`src/rtl/pin_route_pkg.sv`:
```
`timescale 1ns/1ps
package pin_route_pkg;
  localparam int REG_W    = 8;
  localparam int UCLK_BIT = 4;
  localparam int PWM_LSB  = 2;
  localparam int TMR_LSB  = 0;
  localparam int CFG_W    = UCLK_BIT + 1;
  localparam logic [REG_W-1:0] WR_MASK = REG_W'((1 << CFG_W) - 1);

  typedef enum logic [1:0] {
    PWM_SHORT = 2'b00,
    PWM_LONG  = 2'b01,
    PWM_OR    = 2'b10,
    PWM_AND   = 2'b11
  } pwm_mode_e;

  typedef enum logic [1:0] {
    TMR_T1       = 2'b00,
    TMR_T2       = 2'b01,
    TMR_T2_TO_T1 = 2'b10,
    TMR_T1_TO_T2 = 2'b11
  } tmr_mode_e;

  typedef struct packed {
    logic      uclk_sel;
    pwm_mode_e pwm;
    tmr_mode_e tmr;
  } route_cfg_t;
endpackage

```
`src/rtl/pin_route_reg.sv`:
```
`timescale 1ns/1ps
module pin_route_reg #(
  parameter int               W    = 8,
  parameter logic [W-1:0]     MASK = '1,
  parameter logic [W-1:0]     RST  = '0
) (
  input  logic         clk_i,
  input  logic         rst_ni,
  input  logic         wr_en_i,
  input  logic [W-1:0] wr_data_i,
  output logic [W-1:0] q_o
);
  logic [W-1:0] q;

  always_ff @(posedge clk_i or negedge rst_ni) begin
    if (!rst_ni)      q <= RST & MASK;
    else if (wr_en_i) q <= wr_data_i & MASK;
  end

  assign q_o = q;
endmodule

```
`src/rtl/pin_route_uclk.sv`:
```
`timescale 1ns/1ps
module pin_route_uclk #(
  parameter int N_SRC = 2,
  localparam int SEL_W = (N_SRC > 1) ? $clog2(N_SRC) : 1
) (
  input  logic [N_SRC-1:0] src_clk_i,
  input  logic [N_SRC-1:0] src_oe_i,
  input  logic [SEL_W-1:0] sel_i,
  input  logic             pin_i,
  output logic             pin_o,
  output logic             pin_oe_o,
  output logic             ext_clk_o
);
  logic picked;

  always_comb begin
    picked = 1'b0;
    for (int i = 0; i < N_SRC; i++)
      if (sel_i == SEL_W'(i)) picked = src_clk_i[i];
  end

  // pin only driven while some UART presents its clock outward
  assign pin_oe_o  = |src_oe_i;
  assign pin_o     = pin_oe_o & picked;
  assign ext_clk_o = pin_i;
endmodule

```
`src/rtl/pin_route_pwm.sv`:
```
`timescale 1ns/1ps
module pin_route_pwm
  import pin_route_pkg::*;
(
  input  pwm_mode_e mode_i,
  input  logic      short_i,
  input  logic      long_i,
  output logic      pin_o
);
  always_comb begin
    unique case (mode_i)
      PWM_SHORT: pin_o = short_i;
      PWM_LONG:  pin_o = long_i;
      PWM_OR:    pin_o = short_i | long_i;
      PWM_AND:   pin_o = short_i & long_i;
      default:   pin_o = short_i;
    endcase
  end
endmodule

```
`src/rtl/pin_route_tmr.sv`:
```
`timescale 1ns/1ps
module pin_route_tmr
  import pin_route_pkg::*;
(
  input  tmr_mode_e mode_i,
  input  logic      dir_out_i,
  input  logic      pin_i,
  input  logic      t1_out_i,
  input  logic      t2_out_i,
  output logic      pin_o,
  output logic      pin_oe_o,
  output logic      t1_in_o,
  output logic      t2_in_o
);
  logic pin_in;

  assign pin_in   = ~dir_out_i & pin_i;
  assign pin_oe_o = dir_out_i;

  always_comb begin
    t1_in_o = 1'b0;
    t2_in_o = 1'b0;
    pin_o   = 1'b0;
    unique case (mode_i)
      TMR_T1: begin
        t1_in_o = pin_in;
        pin_o   = dir_out_i & t1_out_i;
      end
      TMR_T2: begin
        t2_in_o = pin_in;
        pin_o   = dir_out_i & t2_out_i;
      end
      TMR_T2_TO_T1: begin
        t1_in_o = t2_out_i;
        t2_in_o = pin_in;
        pin_o   = dir_out_i & t1_out_i;
      end
      TMR_T1_TO_T2: begin
        t2_in_o = t1_out_i;
        t1_in_o = pin_in;
        pin_o   = dir_out_i & t2_out_i;
      end
      default: ;
    endcase
  end
endmodule

```
`src/rtl/pin_route_ctrl.sv`:
```
`timescale 1ns/1ps
module pin_route_ctrl
  import pin_route_pkg::*;
(
  input  logic       clk_i,
  input  logic       rst_ni,
  input  logic       wr_en_i,
  input  logic [7:0] wr_data_i,
  output logic [7:0] rd_data_o,
  input  logic       uart1_clk_i,
  input  logic       uart2_clk_i,
  input  logic       uart1_clk_oe_i,
  input  logic       uart2_clk_oe_i,
  input  logic       uclk_pin_i,
  output logic       uclk_pin_o,
  output logic       uclk_pin_oe_o,
  output logic       uart_clk_in_o,
  input  logic       pwm8_i,
  input  logic       pwm16_i,
  output logic       pwm_pin_o,
  input  logic       tmr_dir_i,
  input  logic       tpin_i,
  output logic       tpin_o,
  output logic       tpin_oe_o,
  input  logic       tmr1_out_i,
  input  logic       tmr2_out_i,
  output logic       tmr1_in_o,
  output logic       tmr2_in_o
);
  logic [REG_W-1:0] reg_q;
  route_cfg_t       cfg;

  pin_route_reg #(
    .W   (REG_W),
    .MASK(WR_MASK),
    .RST ('0)
  ) u_reg (
    .clk_i    (clk_i),
    .rst_ni   (rst_ni),
    .wr_en_i  (wr_en_i),
    .wr_data_i(wr_data_i),
    .q_o      (reg_q)
  );

  assign rd_data_o = reg_q;
  assign cfg       = route_cfg_t'(reg_q[CFG_W-1:0]);

  pin_route_uclk #(.N_SRC(2)) u_uclk (
    .src_clk_i({uart2_clk_i, uart1_clk_i}),
    .src_oe_i ({uart2_clk_oe_i, uart1_clk_oe_i}),
    .sel_i    (cfg.uclk_sel),
    .pin_i    (uclk_pin_i),
    .pin_o    (uclk_pin_o),
    .pin_oe_o (uclk_pin_oe_o),
    .ext_clk_o(uart_clk_in_o)
  );

  pin_route_pwm u_pwm (
    .mode_i (cfg.pwm),
    .short_i(pwm8_i),
    .long_i (pwm16_i),
    .pin_o  (pwm_pin_o)
  );

  pin_route_tmr u_tmr (
    .mode_i   (cfg.tmr),
    .dir_out_i(tmr_dir_i),
    .pin_i    (tpin_i),
    .t1_out_i (tmr1_out_i),
    .t2_out_i (tmr2_out_i),
    .pin_o    (tpin_o),
    .pin_oe_o (tpin_oe_o),
    .t1_in_o  (tmr1_in_o),
    .t2_in_o  (tmr2_in_o)
  );
endmodule

```
`config.mk`:
```
export PLATFORM = sky130hd
export DESIGN_NAME = pin_route_ctrl
export DESIGN_NICKNAME = d
export VERILOG_FILES = /design/src/rtl/pin_route_pkg.sv /design/src/rtl/pin_route_reg.sv /design/src/rtl/pin_route_uclk.sv /design/src/rtl/pin_route_pwm.sv /design/src/rtl/pin_route_tmr.sv /design/src/rtl/pin_route_ctrl.sv
export SDC_FILE = /design/constraint.sdc
export NUM_CORES = 1
export LEC_CHECK = 0
export ABC_AREA = 1
export BUFFER_PORTS_ARGS = -buffer_cell sky130_fd_sc_hd__buf_2
export CORE_AREA = 2 2 39 41
export DETAILED_ROUTE_END_ITERATION = 12
export DIE_AREA = 0 0 41 43
export HOLD_SLACK_MARGIN = 0.05
export PLACE_DENSITY = 0.71
export SLEW_MARGIN = 20
export SYNTH_ARGS = -nofsm -noshare
export SYNTH_HDL_FRONTEND = slang
export SYNTH_SLANG_ARGS = --single-unit
```
`constraint.sdc`:
```
create_clock -name clk_i -period 1.2 [get_ports clk_i]
set_input_delay 0.12 -clock clk_i [delete_from_list [all_inputs] [get_ports clk_i]]
set_output_delay 0.12 -clock clk_i [all_outputs]
set_load 0.1 [all_outputs]
```
== After elaboration in Yosys (flattened, before gate mapping) ==
Index checks and enable logic that the tools add are counted.
Storage, ports and cells
  register bits: 5
  input bits: 22
  output and inout bits: 16
  logic and storage cells: 26
Cells by class
  equality and inequality tests: 6
  mux-type cells: 5
  bitwise logic cells: 7
  reduce and logical (&&, ||, !) cells: 7
Operators by type and width (count)
  $reduce_or 2->1: 5
  $eq 2x2->1 const B: 4
  $pmux 1 s2: 3
  $and 1x1->1: 5
  $eq 2x1->1 const B: 2
  $logic_not 2->1: 2
  $pmux 1 s4: 1
  $mux 1: 1
  $not 1->1: 1
  $or 1x1->1: 1

== Logic depth before layout (Yosys ltp) ==
Gate-level depths: netlist of run 1.
  depth after elaboration: 3
  depth in mapped cells: 6
  gate-level depth less buffers: 6

== Modules after synthesis ==
Synthesis of run 1 repeated with hierarchy kept, for this count alone.
Unflattened totals
  cells, all modules: 65
  area, all modules: 419.2 µm²
Modules (own cells, without submodules)
  pin_route_reg: times used 1, cells an instance 25, area an instance 211.5 µm²
  pin_route_tmr: times used 1, cells an instance 21, area an instance 125.1 µm²
  pin_route_uclk: times used 1, cells an instance 9, area an instance 45.0 µm²
  pin_route_pwm: times used 1, cells an instance 10, area an instance 37.5 µm²

== Least setup slack after synthesis of run 1 ==
Ideal clock, no wire load.
  kind: reg2out
  start: register u_reg.q[0], in the netlist u_reg.q_o[0]
  end: output tmr1_in_o
  arrival time: 3.038 ns
  required time: 1.080 ns
  path slack: -1.958 ns
  cell stages (with the launch flop): 6
  cell sequence: dfrtp_1 inv_1 ha_1 inv_1 nand3_1 a21oi_1
Between the ends
  word-level cells in the longest chain between the ends: 3
  elaborated cells on any way between the ends: 5
  those cells by class: 2 x eq/ne; 1 x mux; 2 x reduce/logical
RTL lines
  start, declared: line pin_route_reg.sv:13  | logic [W-1:0] q;
  start signal, assigned: line pin_route_reg.sv:16  | if (!rst_ni) q <= RST & MASK;
  start signal, assigned: line pin_route_reg.sv:17  | else if (wr_en_i) q <= wr_data_i & MASK;
  $eq 2x2->1 or $logic_not 2->1 (tied branches): line pin_route_tmr.sv:24  | unique case (mode_i)
  $reduce_or 2->1 (no line)
  $pmux 1 s2 (*): line pin_route_tmr.sv:24
  end, declared: line pin_route_ctrl.sv:27  | output logic tmr1_in_o,
Mark *: on every way between the ends. The rest lies on a longest branch, timed or not.

== Worst setup path after layout of run 1 ==
Same ends and word-level chain as after synthesis.

==> results.toml, run 1 <==
[run_status]
outcome = "complete, but fails checks"
violations = "negative setup slack"

[worst_setup_path]
endpoint_kind = "output port"
cp_cell_sequence = "inv_4, ha_4, inv_2, nand3_2, a21oi_4, buf_12"
cp.arrival_ns = 1.48
setup.worst_path.start_class = "flip-flop"
critical-path-top-delay-family = "flip-flops"
critPathRequiredTime_ns = 1.08
crit_type = "reg2out"
cp_slowest_stage_delay_ns = 0.50
path_max_fanout = 4
critPathSlowestCell = "dfrtp_4"
path_buf_inv = 3

[layout]
nNetsFinal = 129
stdcell_area_um2 = 957
final_core_util = 0.692
drive_above_1_share = 0.735
final_common_cell = "buf_2"
syn2layout_area_growth_pct = 134
most-common-layout-cells = "buf_2 (19), buf_4 (13), buf_12 (10)"
insertedDiodeCount = 0
largest_reg_flops = 5
n_fill_cell = 110
instances_no_fill = 118

[yosys]
synth.distinct_cells = 13
syn_area_um2 = 409
synth_seq_cells = 5
synthCells = 58
synth.yosys.seq_area_share = 0.306
avgSynthCellArea_um2 = 7.05
ys_warn_count = 0

[timing]
drv_slew = 0
finalSetupTns_ns = -1.33
rsz0062_at_grt = "yes"
fin_crit_sh = 1.33
setup_viol = 6
final-hold-violation-count = 0
fin_skew_ns = 0
clock.fmax_mhz = 624
layout_min_cycle_time_ns = 1.60
fin_ws_ns = -0.402

[power_and_ir_drop]
seq_power_share = 0.188
combPwrFrac = 0.639
ir_drop_mv = 0.704
power.switching_uw = 550
sw_frac_of_total = 0.486
p_clk_frac = 0.174
p_int_uw = 581
power_density_nw_per_um2 = 1180
leakage_nw = 0.474

[place]
hpwlAfterDp_um = 888
gp_congestion = 0.671
place_inst = 105
pre_cts_slack_ns = -0.169
io_buffers = 29
place_area_um2 = 825

[die]
coreArea_um2 = 1380
initial_utilization = 0.296
pin_count = 38
dieArea_um2 = 1760
die_w_um = 41
core.rowCount = 14
die_y_um = 43

[routing]
ant_nets = 0
dr.first_iter.drc_count = 6
drt-total-wl_mm = 1.19
wl_per_cell_um = 10.1
dr.pass1.iters = 2
vias = 510
viasPerCell = 4.32
drc_errors = 0

[clock_tree]
clock_latency_ns = 0.24
cts_buffer_depth = 2
root_buffer = "clkbuf_4"
clock_sinks = 5
cts_tree = "done"
htreeDepth = 1
clk_pin_slew_ns = 0.05
numCtsBuffers = 3

[grt]
grt_max_degree = 11
grt_usage = 0.173
grt_first_pass_wirelength_mm = 2.01
grt_pass1_vias = 502
grt-ovfl-total = 0
antenna_found_initial = 0

[hold_path]
hold_path.class = "in2reg"

[job]
max_cap_violations = 0
==> final cells by class <==
type,instances,area (µm²),share of cell area
clock buffers,3,22.5,0.0235
clock inverters,1,5.00,0.00523
inverters,10,42.5,0.0444
multi-input cells,38,302,0.315
flip-flops and latches,5,140,0.146
well taps,16,20.0,0.0209
repair buffers,45,425,0.444
==> worst reg2reg max path, cell delays in order (launching register included) <==
cell and delay, ns:
dfrtp_4 0.50, inv_4 0.08, buf_4 0.10, buf_4 0.09, o21ai_1 0.06
==> synth_stat cells <==
library cell / count / area (µm²)
inv_1: 10 / 37.5
buf_6: 1 / 11.3
a21oi_1: 3 / 15.0
dfrtp_1: 5 / 125
o21ai_2: 1 / 8.76
o21ai_1: 4 / 20.0
nand3_1: 3 / 15.0
nand2_1: 16 / 60.1
nor2_2: 1 / 6.26
conb_1: 1 / 3.75
nor2_1: 3 / 11.3
buf_4: 6 / 45.0
ha_1: 4 / 50.1
==> through the flow <==
stage	total power, mW	hold slack (ns)
after global placement	0.873	-0.0637
after CTS	1.12	0.0760
after detailed placement	0.881	-0.0545
after global routing	1.20	0.0749
final	1.13	0.0784
after floorplan	0.677	-0.176
==> cell families after synthesis <==
| group | share of synthesized area |
|---|---|
| AOI/OAI and AO/OA | 0.107 |
| adders and majority gates | 0.122 |
| buffers and inverters | 0.229 |
| DFF | 0.306 |
| other | 0.00917 |
| and+or+nand+nor | 0.226 |
==> layer usage <==
metal  GRT usage  part of all wire
met1       0.161              0.32
met2       0.303              0.58
met3      0.0524             0.084
met4       0.100             0.020
met5           0                 0
==> path summary, 6_finish.rpt <==
check / start / endpoint / slack (ns) / depth (start not counted)
min in group asynchronous: rst_ni / u_reg.q_o[3]$_DFFE_PN0P_ / 0.24 / 2
max in group asynchronous: rst_ni / u_reg.q_o[0]$_DFFE_PN0P_ / 0.79 / 2
setup / recovery: u_reg.q_o[0]$_DFFE_PN0P_ / tmr1_in_o / -0.40 / 6
hold / removal: wr_data_i[2] / u_reg.q_o[2]$_DFFE_PN0P_ / 0.08 / 3
hold reg to reg: u_reg.q_o[2]$_DFFE_PN0P_ / u_reg.q_o[2]$_DFFE_PN0P_ / 0.61 / 2
setup reg to reg: u_reg.q_o[0]$_DFFE_PN0P_ / u_reg.q_o[0]$_DFFE_PN0P_ / 0.24 / 4
==> power groups by stage <==
| stage | logic [mW] | registers [mW] | clock network [mW] |
|---|---|---|---|
| 3_3_place_gp | 0.656 | 0.217 | 0 |
| 4_1_cts | 0.710 | 0.210 | 0.204 |
| 3_5_place_dp | 0.662 | 0.219 | 0 |
| 5_1_grt | 0.756 | 0.214 | 0.226 |
| 6_report | 0.723 | 0.212 | 0.196 |
| 2_1_floorplan | 0.374 | 0.303 | 0 |
==> what timing repair did <==
item / 4_1_cts / 5_1_grt
gates resized for setup: 8 / 4
buffers inserted: 6 / 2
hold endpoints to repair: 5 / 0
pin swaps: 4 / 2
hold buffers: 1 / 0
setup endpoints to repair: 5 / 7
No activity file was read; power rests on OpenSTA's default activity.
==> inputs of run 2 (changes only) <==
--- a/config.mk
+++ b/config.mk
@@ -7,11 +7,13 @@
 export LEC_CHECK = 0
 export ABC_AREA = 1
 export BUFFER_PORTS_ARGS = -buffer_cell sky130_fd_sc_hd__buf_2
-export CORE_AREA = 2 2 39 41
+export CELL_PAD_IN_SITES_DETAIL_PLACEMENT = 1
+export CELL_PAD_IN_SITES_GLOBAL_PLACEMENT = 1
+export CORE_MARGIN = 1
+export CORE_UTILIZATION = 19
 export DETAILED_ROUTE_END_ITERATION = 12
-export DIE_AREA = 0 0 41 43
 export HOLD_SLACK_MARGIN = 0.05
-export PLACE_DENSITY = 0.71
+export PLACE_DENSITY_LB_ADDON = 0.1
 export SLEW_MARGIN = 20
 export SYNTH_ARGS = -nofsm -noshare
 export SYNTH_HDL_FRONTEND = slang
==> constraint.sdc (replaced) <==
create_clock -name clk_i -period 1.29 [get_ports clk_i]
set_input_delay 0.129 -clock clk_i [delete_from_list [all_inputs] [get_ports clk_i]]
set_output_delay 0.129 -clock clk_i [all_outputs]
set_load 0.1 [all_outputs]
==> results.toml, run 2 (synthesis gave the netlist of run 1 again) <==
[worst_setup_path]
cp_cell_sequence = "inv_4, ha_4, inv_2, nand3_2, a21oi_4, buf_12"
endpoint_kind = "output port"
critPathSlowestCell = "dfrtp_4"
cp_slowest_stage_delay_ns = 0.50
path_buf_inv = 3
setup.worst_path.start_class = "flip-flop"
cp.arrival_ns = 1.47
path_max_fanout = 4
critical-path-top-delay-family = "flip-flops"
crit_type = "reg2out"
critPathRequiredTime_ns = 1.16

[timing]
finalSetupTns_ns = -0.850
fin_crit_sh = 1.24
fin_skew_ns = 0
setup_viol = 3
final-hold-violation-count = 0
clock.fmax_mhz = 626
layout_min_cycle_time_ns = 1.60
drv_slew = 0
fin_ws_ns = -0.309
rsz0062_at_grt = "yes"

[layout]
most-common-layout-cells = "buf_2 (21), nand2_1 (10), buf_12 (7), buf_4 (7), inv_1 (6)"
final_common_cell = "buf_2"
seq_area_um2 = 138
stdcell_area_um2 = 856
final_core_util = 0.428
multi_input_area_um2 = 289
n_fill_cell = 244
largest_reg_flops = 5
nNetsFinal = 122
syn2layout_area_growth_pct = 109
insertedDiodeCount = 0
drive_above_1_share = 0.684

[run_status]
outcome = "complete, but fails checks"
violations = "negative setup slack"

[routing]
dr.first_iter.drc_count = 0
ant_nets = 0
viasPerCell = 3.99
dr.pass1.iters = 1
wl_per_cell_um = 8.30
drt-total-wl_mm = 1.01
drc_errors = 0
vias = 487

[die]
die_w_um = 48.4
dieArea_um2 = 2340
pin_count = 38
coreArea_um2 = 2000
initial_utilization = 0.204
die_y_um = 48.4
core.rowCount = 16

[grt]
grt_pass1_vias = 479
grt-ovfl-total = 0
grt_usage = 0.0975
grt_first_pass_wirelength_mm = 1.81
grt_max_degree = 11
antenna_found_initial = 0

[place]
place_area_um2 = 771
gp_congestion = 0.657
io_buffers = 29
hpwlAfterDp_um = 895

[job]
max_cap_violations = 0

[power_and_ir_drop]
p_clk_frac = 0.182
p_int_uw = 492
leakage_nw = 0.421
power_density_nw_per_um2 = 1140
power.switching_uw = 483
sw_frac_of_total = 0.495
ir_drop_mv = 0.707
seq_power_share = 0.200
combPwrFrac = 0.618

[clock_tree]
clk_pin_slew_ns = 0.04
root_buffer = "clkbuf_4"
clock_latency_ns = 0.24
cts_buffer_depth = 2
numCtsBuffers = 3
clock_sinks = 5
htreeDepth = 1
cts_tree = "done"

[hold_path]
hold_path.class = "in2reg"
[run 2: worst reg2reg max path, stage by stage, from the launching register on]
cell	delay, ns
dfrtp_4	0.50
inv_4	0.08
buf_4	0.10
buf_4	0.09
o21ai_1	0.04
[run 2: area by class of cell]
cell class / instances / share of cell area
tap: 27 / 0.0395
sequential: 5 / 0.161
multi-input combinational: 38 / 0.338
inverter: 10 / 0.0497
timing repair buffer: 38 / 0.382
clock buffer: 4 / 0.0307
[run 2: final timing paths]
kind / start / endpoint / slack, ns / cells past startpoint
min in group asynchronous: rst_ni / u_reg.q_o[1]$_DFFE_PN0P_ / 0.22 / 2
worst max register to register: u_reg.q_o[0]$_DFFE_PN0P_ / u_reg.q_o[0]$_DFFE_PN0P_ / 0.37 / 4
worst min register to register: u_reg.q_o[2]$_DFFE_PN0P_ / u_reg.q_o[2]$_DFFE_PN0P_ / 0.58 / 2
worst max-delay path: u_reg.q_o[0]$_DFFE_PN0P_ / tmr1_in_o / -0.31 / 6
worst min-delay path: wr_data_i[2] / u_reg.q_o[2]$_DFFE_PN0P_ / 0.1 / 3
max in group asynchronous: rst_ni / u_reg.q_o[3]$_DFFE_PN0P_ / 0.92 / 2
[run 2: stage by stage]
| step | hold slack [ns] | cells | total power [mW] | setup slack, ns |
|---|---|---|---|---|
| 2_1_floorplan | -0.167 | 60 | 0.627 | -0.471 |
| 3_3_place_gp | -0.0528 | 114 | 0.774 | -0.0811 |
| 3_5_place_dp | -0.0543 | 114 | 0.780 | -0.0941 |
| 4_1_cts | 0.0959 | 120 | 0.969 | -0.325 |
| 5_1_grt | 0.105 | 122 | 1.03 | -0.363 |
| 6_report | 0.0967 | 122 | 0.975 | -0.309 |
[run 2: per-layer routing]
layer	wire length (µm)	up-vias	track usage
li1	-	241	-
met1	412	221	0.106
met2	527	25	0.181
met3	73	0	0.0283
met4	0	0	0.0294
met5	0	-	0
[run 2: repair_timing]
| action | in CTS | in global routing |
|---|---|---|
| hold endpoints to repair | 5 | 0 |
| resized for setup | 1 | 9 |
| hold buffers | 1 | 0 |
| buffers inserted | 1 | 2 |
| pin swaps | 2 | 3 |
| setup endpoints to repair | 4 | 5 |
[run 2: power groups by stage]
stage	clock (mW)	combinational [mW]	sequential, mW
6_report	0.177	0.603	0.196
3_5_place_dp	0	0.583	0.196
5_1_grt	0.198	0.635	0.198
4_1_cts	0.183	0.591	0.195
3_3_place_gp	0	0.578	0.196
2_1_floorplan	0	0.348	0.279
==> inputs of run 3 (changes only) <==
--- a/config.mk
+++ b/config.mk
@@ -14,6 +14,7 @@
 export DETAILED_ROUTE_END_ITERATION = 12
 export HOLD_SLACK_MARGIN = 0.05
 export PLACE_DENSITY_LB_ADDON = 0.1
+export SETUP_SLACK_MARGIN = 0.1
 export SLEW_MARGIN = 20
 export SYNTH_ARGS = -nofsm -noshare
 export SYNTH_HDL_FRONTEND = slang
==> results.toml, run 3 (synthesis gave the netlist of run 1 again) <==
[routing]
drt-total-wl_mm = 1.11
ant_nets = 0
viasPerCell = 3.86
drc_errors = 0
vias = 475
dr.pass1.iters = 1
wl_per_cell_um = 9.02
dr.first_iter.drc_count = 0

[timing]
final-hold-violation-count = 0
drv_slew = 0
fin_ws_ns = -0.335
rsz0062_at_grt = "yes"
clock.fmax_mhz = 615
finalSetupTns_ns = -0.927
fin_crit_sh = 1.26
layout_min_cycle_time_ns = 1.63
setup_viol = 4
fin_skew_ns = 0

[layout]
n_fill_cell = 243
stdcell_area_um2 = 906
syn2layout_area_growth_pct = 121
drive_above_1_share = 0.688
insertedDiodeCount = 0
largest_reg_flops = 5
nNetsFinal = 123
most-common-layout-cells = "buf_2 (19), nand2_1 (10), buf_4 (9)"
final_core_util = 0.453
final_common_cell = "buf_2"

[die]
pin_count = 38
initial_utilization = 0.204
dieArea_um2 = 2340
coreArea_um2 = 2000
die_y_um = 48.4
die_w_um = 48.4
core.rowCount = 16

[power_and_ir_drop]
power_density_nw_per_um2 = 1120
ir_drop_mv = 0.524
p_total_mw = 1.02
leakage_nw = 0.439

[worst_setup_path]
critical-path-top-delay-family = "flip-flops"
cp_cell_sequence = "inv_4, ha_4, inv_2, nand3_4, a21oi_4, buf_12"
worstReg2RegEnd = "u_reg.q_o[3]$_DFFE_PN0P_"
timing.rr.start = "u_reg.q_o[3]$_DFFE_PN0P_"
endpoint_kind = "output port"
cp.arrival_ns = 1.50
path_max_fanout = 3
critPathSlowestCell = "dfrtp_4"
endpoint = "tmr1_in_o"
cp.depth = 6
reg2reg_depth = 3
ff2ff_setup_slack_ns = 0.44
path_buf_inv = 3
crit_type = "reg2out"
critPathRequiredTime_ns = 1.16
setup.worst_path.start_class = "flip-flop"
cp_slowest_stage_delay_ns = 0.50
cp-startpoint = "u_reg.q_o[1]$_DFFE_PN0P_"

[grt]
grt-ovfl-total = 0
antenna_found_initial = 0
grt_first_pass_wirelength_mm = 1.83
grt_pass1_vias = 459
grt_max_degree = 11
grt_usage = 0.102

[clock_tree]
clock_latency_ns = 0.25
root_buffer = "clkbuf_4"
cts_buffer_depth = 2
htreeDepth = 1
clock_sinks = 5
cts_tree = "done"
numCtsBuffers = 3
clk_pin_slew_ns = 0.05

[place]
pre_cts_slack_ns = -0.109
io_buffers = 29
place_area_um2 = 812
gp_congestion = 0.574
hpwlAfterDp_um = 925

[job]
max_cap_violations = 0

[run_status]
outcome = "complete, but fails checks"
violations = "negative setup slack"

[hold_path]
hold_path.class = "in2reg"
## run 3: how the worst min path moves through the flow
stage | from | cells past startpoint | end | slack, ns
detailed placement | rst_ni | 1 | u_reg.q_o[4]$_DFFE_PN0P_ | -0.05
global placement | rst_ni | 1 | u_reg.q_o[4]$_DFFE_PN0P_ | -0.05
global route | wr_data_i[2] | 3 | u_reg.q_o[2]$_DFFE_PN0P_ | 0.09
finish | wr_data_i[1] | 3 | u_reg.q_o[1]$_DFFE_PN0P_ | 0.09
floorplan | rst_ni | 0 | u_reg.q_o[4]$_DFFE_PN0P_ | -0.17
CTS | wr_data_i[1] | 3 | u_reg.q_o[1]$_DFFE_PN0P_ | 0.08
## run 3: repair_timing
item                                    4_1_cts  5_1_grt
hold buffers                                  1        0
buffers inserted                              2        1
endpoints found under the setup margin        9        7
hold endpoints to repair                      5        0
gates resized for setup                       4        7
pin swaps                                     4        1
## run 3: layout make-up
cell class              count  area [µm²]  area share
well taps                  27        33.8      0.0373
flip-flops and latches      5         140       0.155
clock buffers               4        26.3      0.0290
inverters                  10        42.5      0.0470
repair buffers             39         355       0.392
multi-input cells          38         308       0.340
## run 3: worst min-delay path, stage by stage
cell and delay (ns):
buf_2 0.07, nand2_1 0.04, o21ai_1 0.06
## run 3: metal layers
| layer | wire [µm] | share of wire | track usage | up-vias |
|---|---|---|---|---|
| li1 | - | - | - | 243 |
| met1 | 468 | 0.42 | 0.105 | 209 |
| met2 | 569 | 0.51 | 0.181 | 23 |
| met3 | 71 | 0.064 | 0.0377 | 0 |
| met4 | 0 | 0 | 0.0490 | 0 |
| met5 | 0 | 0 | 0 | - |
## run 3: power by group
group	internal [mW]	switching, mW
Sequential	0.179	0.0180
Clock	0.117	0.0681
Combinational	0.218	0.419
Total	0.514	0.505
## run 3: metrics by stage
step | hold WS (ns) | std cells
after CTS | 0.0816 | 122
final | 0.0911 | 123
after global routing | 0.0910 | 123
after floorplan | -0.167 | 60
after global placement | -0.0496 | 115
after detailed placement | -0.0504 | 115
